$ cat src/rtl/bm_dma_regs.sv
module bm_dma_regs #(
  parameter int PTR_W = 32
) (
  input  logic               clk,
  input  logic               rst_n,
  input  logic               io_en,
  input  logic               bm_en,
  input  logic               req_valid,
  input  logic               req_write,
  input  logic [3:0]         req_addr,
  input  logic [1:0]         req_size,
  input  logic [31:0]        req_wdata,
  input  logic [1:0]         done,
  output logic               rd_valid,
  output logic [31:0]        rd_data,
  output logic               err,
  output logic [1:0]         start_pulse,
  output logic [1:0]         stop_pulse,
  output logic [2*PTR_W-1:0] table_base
);
  localparam logic [7:0] CAP_RESET = 8'h60;

  logic [7:0]       cmd_q [2];
  logic [7:0]       sts_q [2];
  logic [PTR_W-1:0] ptr_q [2];
  logic [7:0]       cmd_d [2];
  logic [7:0]       sts_d [2];
  logic [PTR_W-1:0] ptr_d [2];
  logic [1:0]       go, halt;

  wire [2:0] off = req_addr[2:0];
  wire       ch  = req_addr[3];
  wire       live = req_valid && io_en;

  wire wr_legal = ((off == 3'd0 || off == 3'd2) && req_size == 2'd0) ||
                  (off == 3'd4 && req_size == 2'd2);
  wire rd_legal = (req_size == 2'd0) ||
                  (req_size == 2'd1 && !req_addr[0]) ||
                  (req_size == 2'd2 && req_addr[1:0] == 2'b00);

  wire wr_fire = live && req_write && bm_en && wr_legal;
  wire rd_fire = live && !req_write && rd_legal;
  wire bad     = live && (req_write ? (bm_en && !wr_legal) : !rd_legal);

  function automatic logic [7:0] byte_at(input logic [3:0] a);
    logic c;
    c = a[3];
    case (a[2:0])
      3'd0:    byte_at = cmd_q[c];
      3'd2:    byte_at = sts_q[c];
      3'd4:    byte_at = ptr_q[c][7:0];
      3'd5:    byte_at = ptr_q[c][15:8];
      3'd6:    byte_at = ptr_q[c][23:16];
      3'd7:    byte_at = ptr_q[c][31:24];
      default: byte_at = 8'h00;
    endcase
  endfunction

  always_comb begin
    for (int c = 0; c < 2; c++) begin
      cmd_d[c] = cmd_q[c];
      sts_d[c] = sts_q[c];
      ptr_d[c] = ptr_q[c];
      go[c]    = 1'b0;
      halt[c]  = 1'b0;
      if (wr_fire && ch == c[0]) begin
        case (off)
          3'd0: begin
            cmd_d[c] = req_wdata[7:0] & 8'h09;
            if (cmd_q[c][0]) cmd_d[c][3] = cmd_q[c][3];
            if (!cmd_q[c][0] && cmd_d[c][0]) begin
              go[c] = 1'b1;
              sts_d[c][0] = 1'b1;
            end
            if (cmd_q[c][0] && !cmd_d[c][0]) begin
              halt[c] = 1'b1;
              sts_d[c][0] = 1'b0;
            end
          end
          3'd2: sts_d[c] = {1'b0, req_wdata[6:5], 2'b00,
                            sts_q[c][2] & ~req_wdata[2], 1'b0, sts_q[c][0]};
          default: ptr_d[c] = {req_wdata[PTR_W-1:2], 2'b00};
        endcase
      end
      if (done[c]) begin
        cmd_d[c][0] = 1'b0;
        sts_d[c][0] = 1'b0;
        sts_d[c][2] = 1'b1;
      end
    end
  end

  logic [31:0] rd_d;
  always_comb begin
    rd_d = '0;
    for (int i = 0; i < 4; i++)
      if (i < (1 << req_size)) rd_d[8*i +: 8] = byte_at(req_addr + 4'(i));
  end

  always_ff @(posedge clk) begin
    if (!rst_n) begin
      for (int c = 0; c < 2; c++) begin
        cmd_q[c] <= '0;
        sts_q[c] <= CAP_RESET;
        ptr_q[c] <= '0;
      end
      start_pulse <= '0;
      stop_pulse  <= '0;
      rd_valid    <= 1'b0;
      rd_data     <= '0;
      err         <= 1'b0;
    end else begin
      for (int c = 0; c < 2; c++) begin
        cmd_q[c] <= cmd_d[c];
        sts_q[c] <= sts_d[c];
        ptr_q[c] <= ptr_d[c];
      end
      start_pulse <= go;
      stop_pulse  <= halt;
      rd_valid    <= rd_fire;
      if (rd_fire) rd_data <= rd_d;
      err         <= bad;
    end
  end

  assign table_base = {ptr_q[1], ptr_q[0]};
endmodule

$ cat config.mk
export PLATFORM = sky130hd
export DESIGN_NAME = bm_dma_regs
export DESIGN_NICKNAME = d
export VERILOG_FILES = /design/src/rtl/bm_dma_regs.sv
export SDC_FILE = /design/constraint.sdc
export NUM_CORES = 1
export LEC_CHECK = 0
export BUFFER_PORTS_ARGS = -buffer_cell sky130_fd_sc_hd__buf_4
export CORE_ASPECT_RATIO = 1.25
export CORE_MARGIN = 2
export CORE_UTILIZATION = 45
export DETAILED_ROUTE_END_ITERATION = 6
export HOLD_SLACK_MARGIN = 0.15
export PLACE_DENSITY_LB_ADDON = 0.12
export SKIP_LAST_GASP = 1
export SLEW_MARGIN = 10
export SYNTH_ARGS = -nofsm -noshare
export SYNTH_HDL_FRONTEND = slang
export SYNTH_SLANG_ARGS = --single-unit
$ cat constraint.sdc
create_clock -name clk -period 2.35 [get_ports clk]
set_input_delay 0.235 -clock clk [delete_from_list [all_inputs] [get_ports clk]]
set_output_delay 0.235 -clock clk [all_outputs]
set_load 0.01 [all_outputs]
[Word-level counts from Yosys, hierarchy flattened]
Memories as Yosys holds them, arrays and structs flattened.
Cells that the tools add are included.
Cells by class
  $add $sub $neg: 3
  $lt $le $gt $ge: 4
  eq/ne operators: 22
  shifts and indexed selects: 1
  mux-type cells: 47
  bitwise logic cells: 10
  reduce and logical (&&, ||, !) cells: 38
Operator list (number)
  $mux 32: 6
  $pmux 8 s6: 4
  $mux 8: 14
  $lt 3x32->1 const A: 2
  $eq 3x3->1 const B: 16
  $lt 1x32->1 const A: 1
  $lt 2x32->1 const A: 1
  $shl 1x2->32 const A: 1
  $mux 1: 21
  $logic_and 1x1->1: 18
  $mux 7: 2
  $eq 3x2->1 const B: 4
  $logic_not 3->1: 4
  $add 4x2->4 const B: 2
  $logic_not 1->1: 7
  $or 1x1->1: 6
  $reduce_and 3->1: 2
  $add 4x1->4 const B: 1
  $logic_not 2->1: 2
  $logic_or 1x1->1: 4
  $and 1x1->1: 2
  $eq 2x1->1 const B: 1
  $eq 2x2->1 const B: 1
  $not 1->1: 2
  $reduce_or 2->1: 1
Word-level totals
  flip-flop bits (word level): 38
  memory bits (writable): 96
  output and inout port bits: 102
  memories: 3
Memory list
  ptr_q: words 2, bits a word 32, read ports 6, clocked after Yosys merged registers in 0, wr ports 2, RTL line 25  | logic [PTR_W-1:0] ptr_q [2];
  cmd_q: words 2, bits a word 8, read ports 6, clocked after Yosys merged registers in 0, wr ports 2, RTL line 23  | logic [7:0] cmd_q [2];
  sts_q: words 2, bits a word 8, read ports 6, clocked after Yosys merged registers in 0, wr ports 2, RTL line 24  | logic [7:0] sts_q [2];

[Depth between registers and ports, before layout]
Gate-level depths: netlist of the first run.
  depth after elaboration: 9
  gate-level depth with buffers: 11

[Worst setup path after synthesis of the first run]
OpenSTA, ideal clock, no wires.
  path type: input to register
  from: in req_addr[1]
  to: reg rd_data[22]
  data arrival time: 1.975 ns
  slack: 0.257 ns
  stages on the path: 10
  buffers on the path: 3
  path through: inv_1 > clkbuf_1 > ha_1 > buf_2 > nor2b_1 > clkbuf_1 > a22oi_1 > nor2_1 > or3_1 > a32o_1
On the way
  cells in the longest elaborated chain, start to end: 4
  elaborated cells between the ends (all ways): 16
  classes of those cells: add/sub (1); eq/ne (5); mux (2); reduce/logical (5); memory (3)
Ends and longest elaborated chain
  start, declared: RTL line 10  | input logic [3:0] req_addr,
  $add 4x2->4 or $logic_not 2->1 (tied branches): RTL line 97, 39
  $mem_v2 2x32 (tied with other cells)
  $pmux 8 s6 or $logic_or 1x1->1 (tied branches): RTL line 48, 38
  $mux 8 or $logic_and 1x1->1 (tied branches): RTL line 97, 42
  end signal, assigned: RTL line 121  | if (rd_fire) rd_data <= rd_d;
  end, declared: RTL line 15  | output logic [31:0] rd_data,
Parallel ways exist; a longest one is shown, timed or not.
A chain may end at the register's enable or synchronous reset.

[Worst setup path after layout of the first run]
  from: in req_addr[0]
  to: reg rd_data[14]
On the way
  cells in the longest elaborated chain, start to end: 5
  elaborated cells between the ends (all ways): 19
  classes of those cells: add/sub (1); eq/ne (5); mux (2); reduce/logical (8); memory (3)
Ends and longest elaborated chain
  branches (longest 5 deep; another with $mem_v2 2x32)
Several ways; the timed one is not identified.

==> results of run 1 <==
layer usage:
layer	part of all wire [%]	up-vias	global-route usage, %	routed length [um]
met5	0	-	0	0
met4	3.1	0	11.9	711
met3	8.0	46	6.01	1840
met2	45	321	46.0	10300
met1	44	3114	44.2	10200
li1	-	3091	-	-
path summary, 6_finish.rpt:
kind,depth (start not counted),slack [ps],end,from
worst min register to register,2,450,rd_data[14],rd_data[14]
worst max register to register,4,730,rd_data[14],ptr_q[1][30]
worst min-delay path,3,170,ptr_q[1][3],req_wdata[3]
worst max-delay path,8,610,rd_data[14],req_addr[0]
state kept, by name, indices dropped and copies added (netlist names):
name / count
err: 1
rd_valid: 1
cmd_q: 4
stop_pulse: 2
start_pulse: 2
rd_data: 32
ptr_q: 60
sts_q: 8
cells in the mapped netlist (all sizes together), types with 8 or more instances:
| cell | n |
|---|---|
| inv | 9 |
| clkbuf | 34 |
| a21oi | 29 |
| o21ai | 104 |
| a22oi | 13 |
| mux2i | 36 |
| mux4 | 8 |
| nor3 | 9 |
| a221oi | 11 |
| dfxtp | 110 |
| mux2 | 19 |
| nor4 | 8 |
| nor2 | 31 |
| nand3 | 71 |
| buf | 39 |
| nand2 | 112 |
power by group through the flow:
stage / combinational (mW) / sequential [mW] / clock [mW]
2_1_floorplan: 0.333 / 1.92 / 0
3_3_place_gp: 0.547 / 1.92 / 0
3_5_place_dp: 0.554 / 1.92 / 0
4_1_cts: 0.596 / 1.88 / 1.55
5_1_grt: 0.649 / 1.88 / 1.62
6_report: 0.609 / 1.88 / 1.53
cells by family after synthesis:
logic type / Yosys count
multiplexers: 63
buffers and inverters: 82
AO/OA/AOI/OAI: 228
flip-flops: 110
AND/OR/NAND/NOR: 264
other: 1
XOR/XNOR: 5
adder cells (fa/ha/maj): 3
cell type report:
type	count	area share [%]
Clock buffer	9	2.78
Clock inverter	7	0.818
Inverter	9	0.417
Multi-Input combinational cell	567	45.1
Sequential cell	110	27.2
Tap cell	175	2.70
Timing Repair Buffer	210	21.0
repair_timing:
item	in CTS	in global routing
setup buffers	0	0
hold buffers	30	0
endpoints found under the hold margin	62	0
worst min-delay path: stages:
cell and delay (ps):
buf_4 130, nand3_1 70, o21ai_0 70
per-stage QoR:
| stage | setup WS [ps] | hold slack [ps] |
|---|---|---|
| 2_1_floorplan | 257 | 363 |
| 3_3_place_gp | 292 | 431 |
| 3_5_place_dp | 268 | 437 |
| 4_1_cts | 648 | 161 |
| 5_1_grt | 485 | 185 |
| 6_report | 609 | 167 |
==> results.py, run 1 <==
metrics = {
    "status": {
        "status": "finished, final reports clean",
    },
    "worst_setup_path": {
        "data_arrival_time_of_the_worst_path_ps": 1990,
        "crit_path_top_delay_cell": "xnor2_2",
        "worstSetupStartpointType": "input pin",
        "timing_worst_setup_path_type": "in -> reg",
        "worst_ep_required_time_ps": 2600,
        "crit_path_max_incr_delay_ps": 430,
        "worstPathBufferInverterCount": 3,
        "timing.critical_path.to_type": "flop",
        "timing.critical_path.cells": "buf_4 -> buf_12 -> nand2_1 -> xnor2_2 -> buf_4 -> mux2i_1 -> o2111ai_1 -> nand2_1",
        "worst_path_dominant_cell_family": "buffers and inverters",
        "worstPathMaxFanout": 59,
    },
    "logic_synthesis": {
        "yosys.area_share.adder_pct": 0.601,
        "synthFlopType": "dfxtp_1",
        "yosys.cell_types.count": 69,
        "syn_inst": 756,
        "synth_largest_area_cell": "dfxtp_1",
        "synth_simple_gate_area_share_pct": 21.0,
        "muxShareOfSynthArea_pct": 12.1,
        "synth_area_per_cell_um2": 8.26,
        "ys_async_sr_fraction_pct": 0,
        "synth_enable_flop_cells": 0,
        "netlist.area_leader.share_pct": 35.3,
        "synth_top_family_by_area": "compound AO/OA/AOI/OAI gates",
        "synthesis.yosys.warnings": 0,
        "ys_seq_elements": 110,
        "synth_top_cells_by_area": "dfxtp_1, o21ai_0, nand2_1",
        "synth_sequential_area_ratio_pct": 35.3,
        "synth_area_um2": 6240,
        "synth_xor_xnor_area_share_pct": 0.822,
        "fraction_of_the_mapped_netlist_area_in_compound_gates_pct": 23.6,
    },
    "floorplan": {
        "top_level_ports": 148,
        "die-width_um": 109,
        "die_area_um2": 14800,
        "core_region_area_um2": 13700,
        "start_util_pct": 45.6,
        "die_height_um": 136,
        "fp-row-count": 48,
    },
    "timing": {
        "layout_skew_ps": 10.5,
        "finalHoldViolations": 0,
        "tightestPinTransition_ps": 581,
        "totalNegativeSetupSlack_ps": 0,
        "final_max_slew_viol_count": 0,
        "setup_violations": 0,
        "post-route-period-util_pct": 74.1,
        "slew_headroom_pct": 61.3,
        "fmaxAchievable_ghz": 0.574,
        "rsz0062_at_grt": "no",
        "timing.final.crit_period_ps": 1740,
    },
    "clocking": {
        "worstSkewPairLatency_ps": 360,
        "cts.htree.levels": 3,
        "clock-sinks": 110,
        "cts.repair.resized": 0,
        "deepest_clock_path_buffer_count": 2,
        "clock_pin_transition_on_the_worst_setup_and_hold_timing_paths_ps": 80,
        "tritoncts.num_buffers": 9,
        "clock_tree_from_tritoncts": "yes",
        "ctsRootBufferMaster": "clkbuf_16",
    },
    "power_and_ir_drop": {
        "peakVddDrop_mv": 0.376,
        "share_seq_of_total_power_pct": 46.8,
        "report.power.total_mw": 4.02,
        "power_switching_mw": 1.15,
        "internal_power_mw": 2.87,
        "combinationalPowerShare_pct": 15.2,
        "power-per-cell-area_nw_per_um2": 496,
        "p_clk_share_pct": 38.1,
        "power_leakage_nw": 3.15,
        "switching_part_of_the_total_pct": 28.6,
    },
    "global_routing": {
        "grt-ovfl-total": 0,
        "grt_first_pass_wirelength_um": 34600,
        "grt_max_degree": 130,
        "grt_use_total_pct": 31.0,
        "grt_pass1_vias": 5979,
        "antenna_found_initial": 0,
    },
    "cells_and_area": {
        "final_net_count": 956,
        "antenna-diode-count": 0,
        "finish.instance_area_um2": 8100,
        "layout.cells.most_common_list": "buf_4, nand2_1, dfxtp_1",
        "area_delta_synth_final_pct": 29.8,
        "layout.cells.most_common": "buf_4",
        "stdcell_count": 1087,
        "postLayoutCoreUtil_pct": 59.2,
        "seq_area_um2": 2200,
        "multi_input_comb_area_um2": 3660,
        "drive_gt1_share_pct": 27.0,
        "fillCellCount": 1287,
    },
    "place": {
        "dpl.cell_count": 1041,
        "dp_hpwl_um": 16700,
        "placed_cell_area_um2": 7510,
        "place.port_buffers": 142,
        "place_congestion": 0.949,
    },
    "route": {
        "detailed_route_vias_per_instance": 6.05,
        "drt-total-wl_um": 23000,
        "drtPass1Iterations": 6,
        "drt_iter0_drc": 701,
        "avgRoutedWirePerCell_um": 21.2,
        "routed-via-count": 6572,
        "detail-route-antenna-nets": 0,
        "drc": 0,
    },
    "flow_run": {
        "max_cap_violations": 0,
    },
    "worst_hold_path": {
        "hp-class": "in -> reg",
    },
}
Power figures use the tool's default switching activity.
==> run 2, diff against run 1 <==
Settings changed: ABC_AREA from default to 1.
Clock period 2.35 ns to 1.8 ns, I/O delays scaled along.
==> results.py, run 2 <==
metrics = {
    "cells_and_area": {
        "layout.cells.most_common": "buf_4",
        "antenna-diode-count": 0,
        "seq_area_um2": 2200,
        "drive_gt1_share_pct": 20.0,
        "fillCellCount": 1389,
        "area_delta_synth_final_pct": 36.0,
        "largest_reg_flops": 60,
        "multi_input_comb_area_um2": 3580,
        "top_flop_regs": "ptr_q (60), rd_data (32), sts_q (8)",
        "finish.instance_area_um2": 8850,
        "layout.cells.most_common_list": "buf_4, nand2_1, nor2_1",
        "largest-register": "ptr_q",
        "postLayoutCoreUtil_pct": 61.9,
        "final_net_count": 1311,
    },
    "floorplan": {
        "die_height_um": 138,
        "top_level_ports": 148,
        "start_util_pct": 45.5,
        "die_area_um2": 15400,
        "fp-row-count": 49,
        "die-width_um": 112,
        "core_region_area_um2": 14300,
    },
    "route": {
        "drt_iter0_drc": 936,
        "routed-via-count": 7905,
        "detail-route-antenna-nets": 0,
        "drtPass1Iterations": 6,
        "detailed_route_vias_per_instance": 5.47,
        "avgRoutedWirePerCell_um": 18.0,
        "drc": 0,
        "drt-total-wl_um": 26100,
    },
    "power_and_ir_drop": {
        "peakVddDrop_mv": 0.528,
        "share_seq_of_total_power_pct": 44.9,
        "internal_power_mw": 3.92,
        "combinationalPowerShare_pct": 16.3,
        "report.power.total_mw": 5.46,
        "p_clk_share_pct": 38.8,
        "power-per-cell-area_nw_per_um2": 618,
        "switching_part_of_the_total_pct": 28.2,
        "power_leakage_nw": 4.11,
        "power_switching_mw": 1.54,
    },
    "timing": {
        "setup_violations": 0,
        "finalWorstSetupSlack_ps": 152,
        "final_max_slew_viol_count": 0,
        "slew_headroom_pct": 55.6,
        "post-route-period-util_pct": 91.6,
        "timing.final.crit_period_ps": 1650,
        "totalNegativeSetupSlack_ps": 0,
        "finalHoldViolations": 0,
        "layout_skew_ps": 12.5,
        "rsz0062_at_grt": "no",
        "fmaxAchievable_ghz": 0.607,
        "tightestPinTransition_ps": 662,
    },
    "logic_synthesis": {
        "synth_top_family_by_area": "simple AND/OR/NAND/NOR gates",
        "fraction_of_the_mapped_netlist_area_in_compound_gates_pct": 23.2,
        "yosys.cell_types.count": 34,
        "synth_simple_gate_area_share_pct": 31.0,
        "netlist.area_leader.share_pct": 33.9,
        "synth_area_um2": 6500,
        "synth_top_cells_by_area": "dfxtp_1, nand2_1, nor2_1",
        "synth.top_cells.by_count": "nand2_1, nor2_1, o21ai_0",
        "synthFlopType": "dfxtp_1",
        "syn_inst": 1053,
        "synth_area_per_cell_um2": 6.18,
        "synth_xor_xnor_area_share_pct": 0,
        "synthesis.yosys.warnings": 0,
        "synth_sequential_area_ratio_pct": 33.9,
        "muxShareOfSynthArea_pct": 0,
        "synth_largest_area_cell": "dfxtp_1",
        "synth_enable_flop_cells": 0,
        "ys_async_sr_fraction_pct": 0,
        "ys_seq_elements": 110,
        "yosysMostFrequentCell": "nand2_1",
        "yosys.area_share.adder_pct": 0.577,
    },
    "global_routing": {
        "grt_max_degree": 67,
        "use_met1_pct": 47.0,
        "grt_util_met3_pct": 4.69,
        "grt_first_pass_wirelength_um": 40200,
        "grt-ovfl-total": 0,
        "antenna_found_initial": 0,
        "grt-busiest-layer": "met2",
        "grt_use_total_pct": 33.0,
        "grt_pass1_vias": 7054,
        "globalRouteMet2Util_pct": 51.5,
    },
    "clocking": {
        "cts.repair.resized": 0,
        "clock_tree_from_tritoncts": "yes",
        "clock-sinks": 110,
        "cts_hold_buffers": 33,
        "deepest_clock_path_buffer_count": 2,
        "cts.htree.levels": 3,
        "tritoncts.num_buffers": 9,
        "setup_buffers_after_cts": 0,
        "clock_pin_transition_on_the_worst_setup_and_hold_timing_paths_ps": 80,
        "worstSkewPairLatency_ps": 370,
        "ctsRootBufferMaster": "clkbuf_16",
    },
    "worst_setup_path": {
        "worst_ep_required_time_ps": 2040,
        "crit_path_top_delay_cell": "ha_1",
        "data_arrival_time_of_the_worst_path_ps": 1890,
        "timing.critical_path.cells": "buf_4 -> inv_1 -> ha_1 -> inv_1 -> nand2_1 -> inv_2 -> o211ai_1 -> nand2_1 -> o21ai_0 -> a21oi_1",
        "timing.critical_path.to_type": "flop",
        "rr_startpoint": "ptr_q[0][8]",
        "worstSetupStartpointType": "input pin",
        "worstPathMaxFanout": 7,
        "timing_worst_setup_path_type": "in -> reg",
        "worstReg2RegEnd": "rd_data[0]",
        "worst_setup_path_startpoint": "req_addr[1]",
        "worstPathBufferInverterCount": 4,
        "ff2ff_setup_slack_ps": 370,
        "crit_path_max_incr_delay_ps": 320,
        "worst_path_dominant_cell_family": "compound AO/OA/AOI/OAI gates",
        "number_of_cells_on_the_worst_reg_to_reg_path": 6,
    },
    "place": {
        "dp_hpwl_um": 19200,
        "place.port_buffers": 142,
        "pre_cts_slack_ps": -114,
        "place_congestion": 0.990,
        "placed_cell_area_um2": 8210,
    },
    "flow_run": {
        "max_cap_violations": 0,
    },
    "worst_hold_path": {
        "hold_path.startpoint": "rst_n",
        "hp-class": "in -> reg",
        "hold_end": "sts_q[1][5]",
        "worstHoldPathCells": 4,
    },
    "status": {
        "status": "finished, final reports clean",
    },
}
## run 2: cell count changes in the layout (fill, tap and decap cells not counted), sizes merged, moves of 35 or more
cell   before  now
inv        12  126
nand2     112  204
mux2i      36    0
nor2       31  201
a21oi      29   71
buf       180  215
o22ai       5   55
## run 2: tightest hold or removal path, cell delays in order
cell,delay (ps)
buf_4,110
clkinv_1,190
a21oi_1,70
o21ai_0,60
## run 2: worst max path at each step
stage / depth (start not counted) / to / slack (ps)
2_1_floorplan: 12 / rd_data[13] / 150
3_3_place_gp: 10 / rd_data[20] / -80
3_5_place_dp: 12 / rd_data[18] / -110
4_1_cts: 12 / rd_data[18] / 200
5_1_grt: 10 / rd_data[20] / 30
6_report: 10 / rd_data[20] / 150
## run 2: layout make-up
class,count,share of cell area [%]
multi-input cells,769,40.4
repair buffers,248,23.4
flip-flops and latches,110,24.9
well taps,178,2.52
clock buffers,9,2.55
clock inverters,7,0.919
inverters,124,5.29
## run 2: power groups by stage
stage / logic (mW) / clock network (mW) / registers (mW)
after floorplan: 0.429 / 0 / 2.51
after CTS: 0.872 / 2.13 / 2.45
after global routing: 0.963 / 2.21 / 2.46
final: 0.893 / 2.12 / 2.45
after global placement: 0.813 / 0 / 2.51
after detailed placement: 0.810 / 0 / 2.51
## run 2: cell families after synthesis
group | Yosys count
AO/OA/AOI/OAI | 274
adder cells (fa/ha/maj) | 3
buffers and inverters | 177
AND/OR/NAND/NOR | 488
flip-flops | 110
other | 1
## run 2: metrics by stage
step	hold slack (ps)	instances
floorplan	259	1056
global placement	410	1396
detailed placement	404	1396
CTS	253	1445
global route	276	1445
finish	275	1445
## run 2: metal layers
layer	vias up	share of wire, %
met5	-	0
met4	0	2.3
met3	42	8.5
met2	389	45
met1	3604	44
li1	3870	-
==> run 3, diff against run 2 <==
Settings changed: BUFFER_PORTS_ARGS -buffer_cell sky130_fd_sc_hd__buf_4 to -buffer_cell sky130_fd_sc_hd__buf_2, CTS_BUF_LIST from default to sky130_fd_sc_hd__clkbuf_4 sky130_fd_sc_hd__clkbuf_8, PLACE_DENSITY from default to 0.67, PLACE_DENSITY_LB_ADDON 0.12 to default.
==> results.py, run 3 (synthesis results as in run 2) <==
metrics = {
    "status": {
        "status": "finished, final reports clean",
    },
    "worst_setup_path": {
        "data_arrival_time_of_the_worst_path_ps": 1830,
        "worstPathMaxFanout": 7,
        "worstSetupEndpoint": "rd_data[30]",
        "crit_path_frequent_cell": "nand2_1",
        "crit_path_max_incr_delay_ps": 320,
        "ff2ff_setup_slack_ps": 410,
        "number_of_cells_on_the_worst_reg_to_reg_path": 7,
        "worstReg2RegEnd": "rd_data[3]",
        "timing.critical_path.to_type": "flop",
        "timing_worst_setup_path_type": "in -> reg",
        "worst_ep_required_time_ps": 2120,
        "worstSetupStartpointType": "input pin",
        "crit_path_top_delay_cell": "inv_1",
        "rr_startpoint": "cmd_q[1][3]",
        "critical_path_depth": 12,
        "worst_setup_path_startpoint": "req_addr[1]",
        "worstPathBufferInverterCount": 3,
        "timing.critical_path.cells": "buf_2 -> inv_1 -> ha_1 -> nand2_1 -> nand2_1 -> nand2_2 -> nand2_1 -> inv_1 -> nor2_1 -> nand2_1 -> nand3_1 -> a21oi_1",
        "worst_path_dominant_cell_family": "simple AND/OR/NAND/NOR gates",
    },
    "floorplan": {
        "fp-row-count": 49,
        "die-width_um": 112,
        "top_level_ports": 148,
        "core_region_area_um2": 14300,
        "die_height_um": 138,
        "start_util_pct": 45.5,
        "die_area_um2": 15400,
    },
    "cells_and_area": {
        "area_delta_synth_final_pct": 29.7,
        "fillCellCount": 1451,
        "drive_gt1_share_pct": 20.3,
        "layout.cells.most_common": "nand2_1",
        "largest_reg_flops": 60,
        "antenna-diode-count": 0,
        "postLayoutCoreUtil_pct": 59.0,
        "largest-register": "ptr_q",
        "finish.instance_area_um2": 8430,
        "stdcell_count": 1450,
        "top_flop_regs": "ptr_q (60), rd_data (32), sts_q (8)",
        "layout.cells.most_common_list": "nand2_1, nor2_1, buf_2",
        "final_net_count": 1317,
    },
    "place": {
        "placed_cell_area_um2": 7900,
        "dp_hpwl_um": 18800,
        "place.port_buffers": 142,
        "dpl.cell_count": 1401,
        "place_congestion": 0.985,
    },
    "worst_hold_path": {
        "hp-class": "in -> reg",
        "hold_path.startpoint": "rst_n",
    },
    "power_and_ir_drop": {
        "power-per-cell-area_nw_per_um2": 576,
        "power_leakage_nw": 4.06,
        "peakVddDrop_mv": 0.375,
    },
    "clocking": {
        "tritoncts.num_buffers": 9,
        "cts.htree.levels": 3,
        "clock_pin_transition_on_the_worst_setup_and_hold_timing_paths_ps": 100,
        "ctsRootBufferMaster": "clkbuf_8",
        "deepest_clock_path_buffer_count": 2,
        "clock-sinks": 110,
        "worstSkewPairLatency_ps": 390,
        "clock_tree_from_tritoncts": "yes",
    },
    "global_routing": {
        "grt_use_total_pct": 32.3,
        "grt_first_pass_wirelength_um": 39400,
        "antenna_found_initial": 0,
        "grt-ovfl-total": 0,
        "grt_max_degree": 67,
        "grt_pass1_vias": 7159,
    },
    "route": {
        "routed-via-count": 8054,
        "drt-total-wl_um": 25500,
        "drt_iter0_drc": 912,
        "detailed_route_vias_per_instance": 5.55,
        "detail-route-antenna-nets": 0,
        "drtPass1Iterations": 7,
        "avgRoutedWirePerCell_um": 17.6,
        "drc": 0,
    },
    "timing": {
        "final_max_slew_viol_count": 0,
        "tightestPinTransition_ps": 846,
        "slew_headroom_pct": 43.4,
        "fmaxAchievable_ghz": 0.660,
        "timing.final.crit_period_ps": 1510,
        "rsz0062_at_grt": "no",
        "finalHoldViolations": 0,
        "post-route-period-util_pct": 84.2,
        "setup_violations": 0,
        "layout_skew_ps": 16.7,
    },
    "flow_run": {
        "max_cap_violations": 0,
    },
}
==> run 3: cell types whose count changed in the layout (fill, tap and decap cells not counted) <==
cell	delta
buf_2	+142
buf_4	-138
clkbuf_16	-9
clkbuf_8	+9
inv_8	-2
buf_12	+1
clkbuf_4	+1
dlygate4sd3_1	+1
==> run 3: worst min-delay path: cells and delay by family <==
family / cells / cell delay, ps
buf+inv: 2 / 330
simple gates: 1 / 90
==> run 3: per-stage QoR <==
step           setup TNS [ps]  hold slack, ps  total power, mW  setup slack (ps)
3_5_place_dp             -298             425             3.31             -44.0
5_1_grt                     0             239             5.05               149
4_1_cts                     0             224             4.86               347
6_report                    0             237             4.86               285
3_3_place_gp             -161             420             3.32             -30.5
2_1_floorplan               0             259             2.94               149
==> run 3: repair_timing <==
| action | CTS | global route |
|---|---|---|
| gates resized for setup | 0 | 0 |
| hold buffers | 34 | 0 |
| endpoints found under the hold margin | 75 | 0 |
| buffers inserted | 0 | 0 |
==> run 3: final cells by class <==
class	instances	area, um2	share of cell area [%]
repair buffers	254	1770	21.0
flip-flops and latches	110	2200	26.1
multi-input cells	769	3580	42.4
clock buffers	10	131	1.56
well taps	178	223	2.64
clock inverters	5	58.8	0.697
inverters	124	468	5.55
==> run 3: routing by layer <==
layer | share of wire [%] | up-vias | global-route usage [%] | wire [um]
li1 | - | 3883 | - | -
met1 | 43 | 3611 | 44.6 | 11000
met2 | 43 | 474 | 49.1 | 10900
met3 | 10 | 86 | 6.49 | 2570
met4 | 4.2 | 0 | 14.3 | 1060
met5 | 0 | - | 0 | 0
==> run 3: worst min-delay path by stage <==
| stage | endpoint | slack (ps) | cells past startpoint |
|---|---|---|---|
| floorplan | stop_pulse[1] | 260 | 1 |
| global placement | ptr_q[1][20] | 420 | 3 |
| detailed placement | ptr_q[1][19] | 420 | 3 |
| CTS | stop_pulse[1] | 220 | 3 |
| global route | stop_pulse[1] | 240 | 3 |
| finish | stop_pulse[1] | 240 | 3 |
==> run 3: report_power, final <==
group	internal (mW)	switching, mW	leakage (nW)	total (mW)
Sequential	2.44	0.00936	0.887	2.45
Clock	0.655	0.864	0.0922	1.52
Combinational	0.353	0.533	3.08	0.887
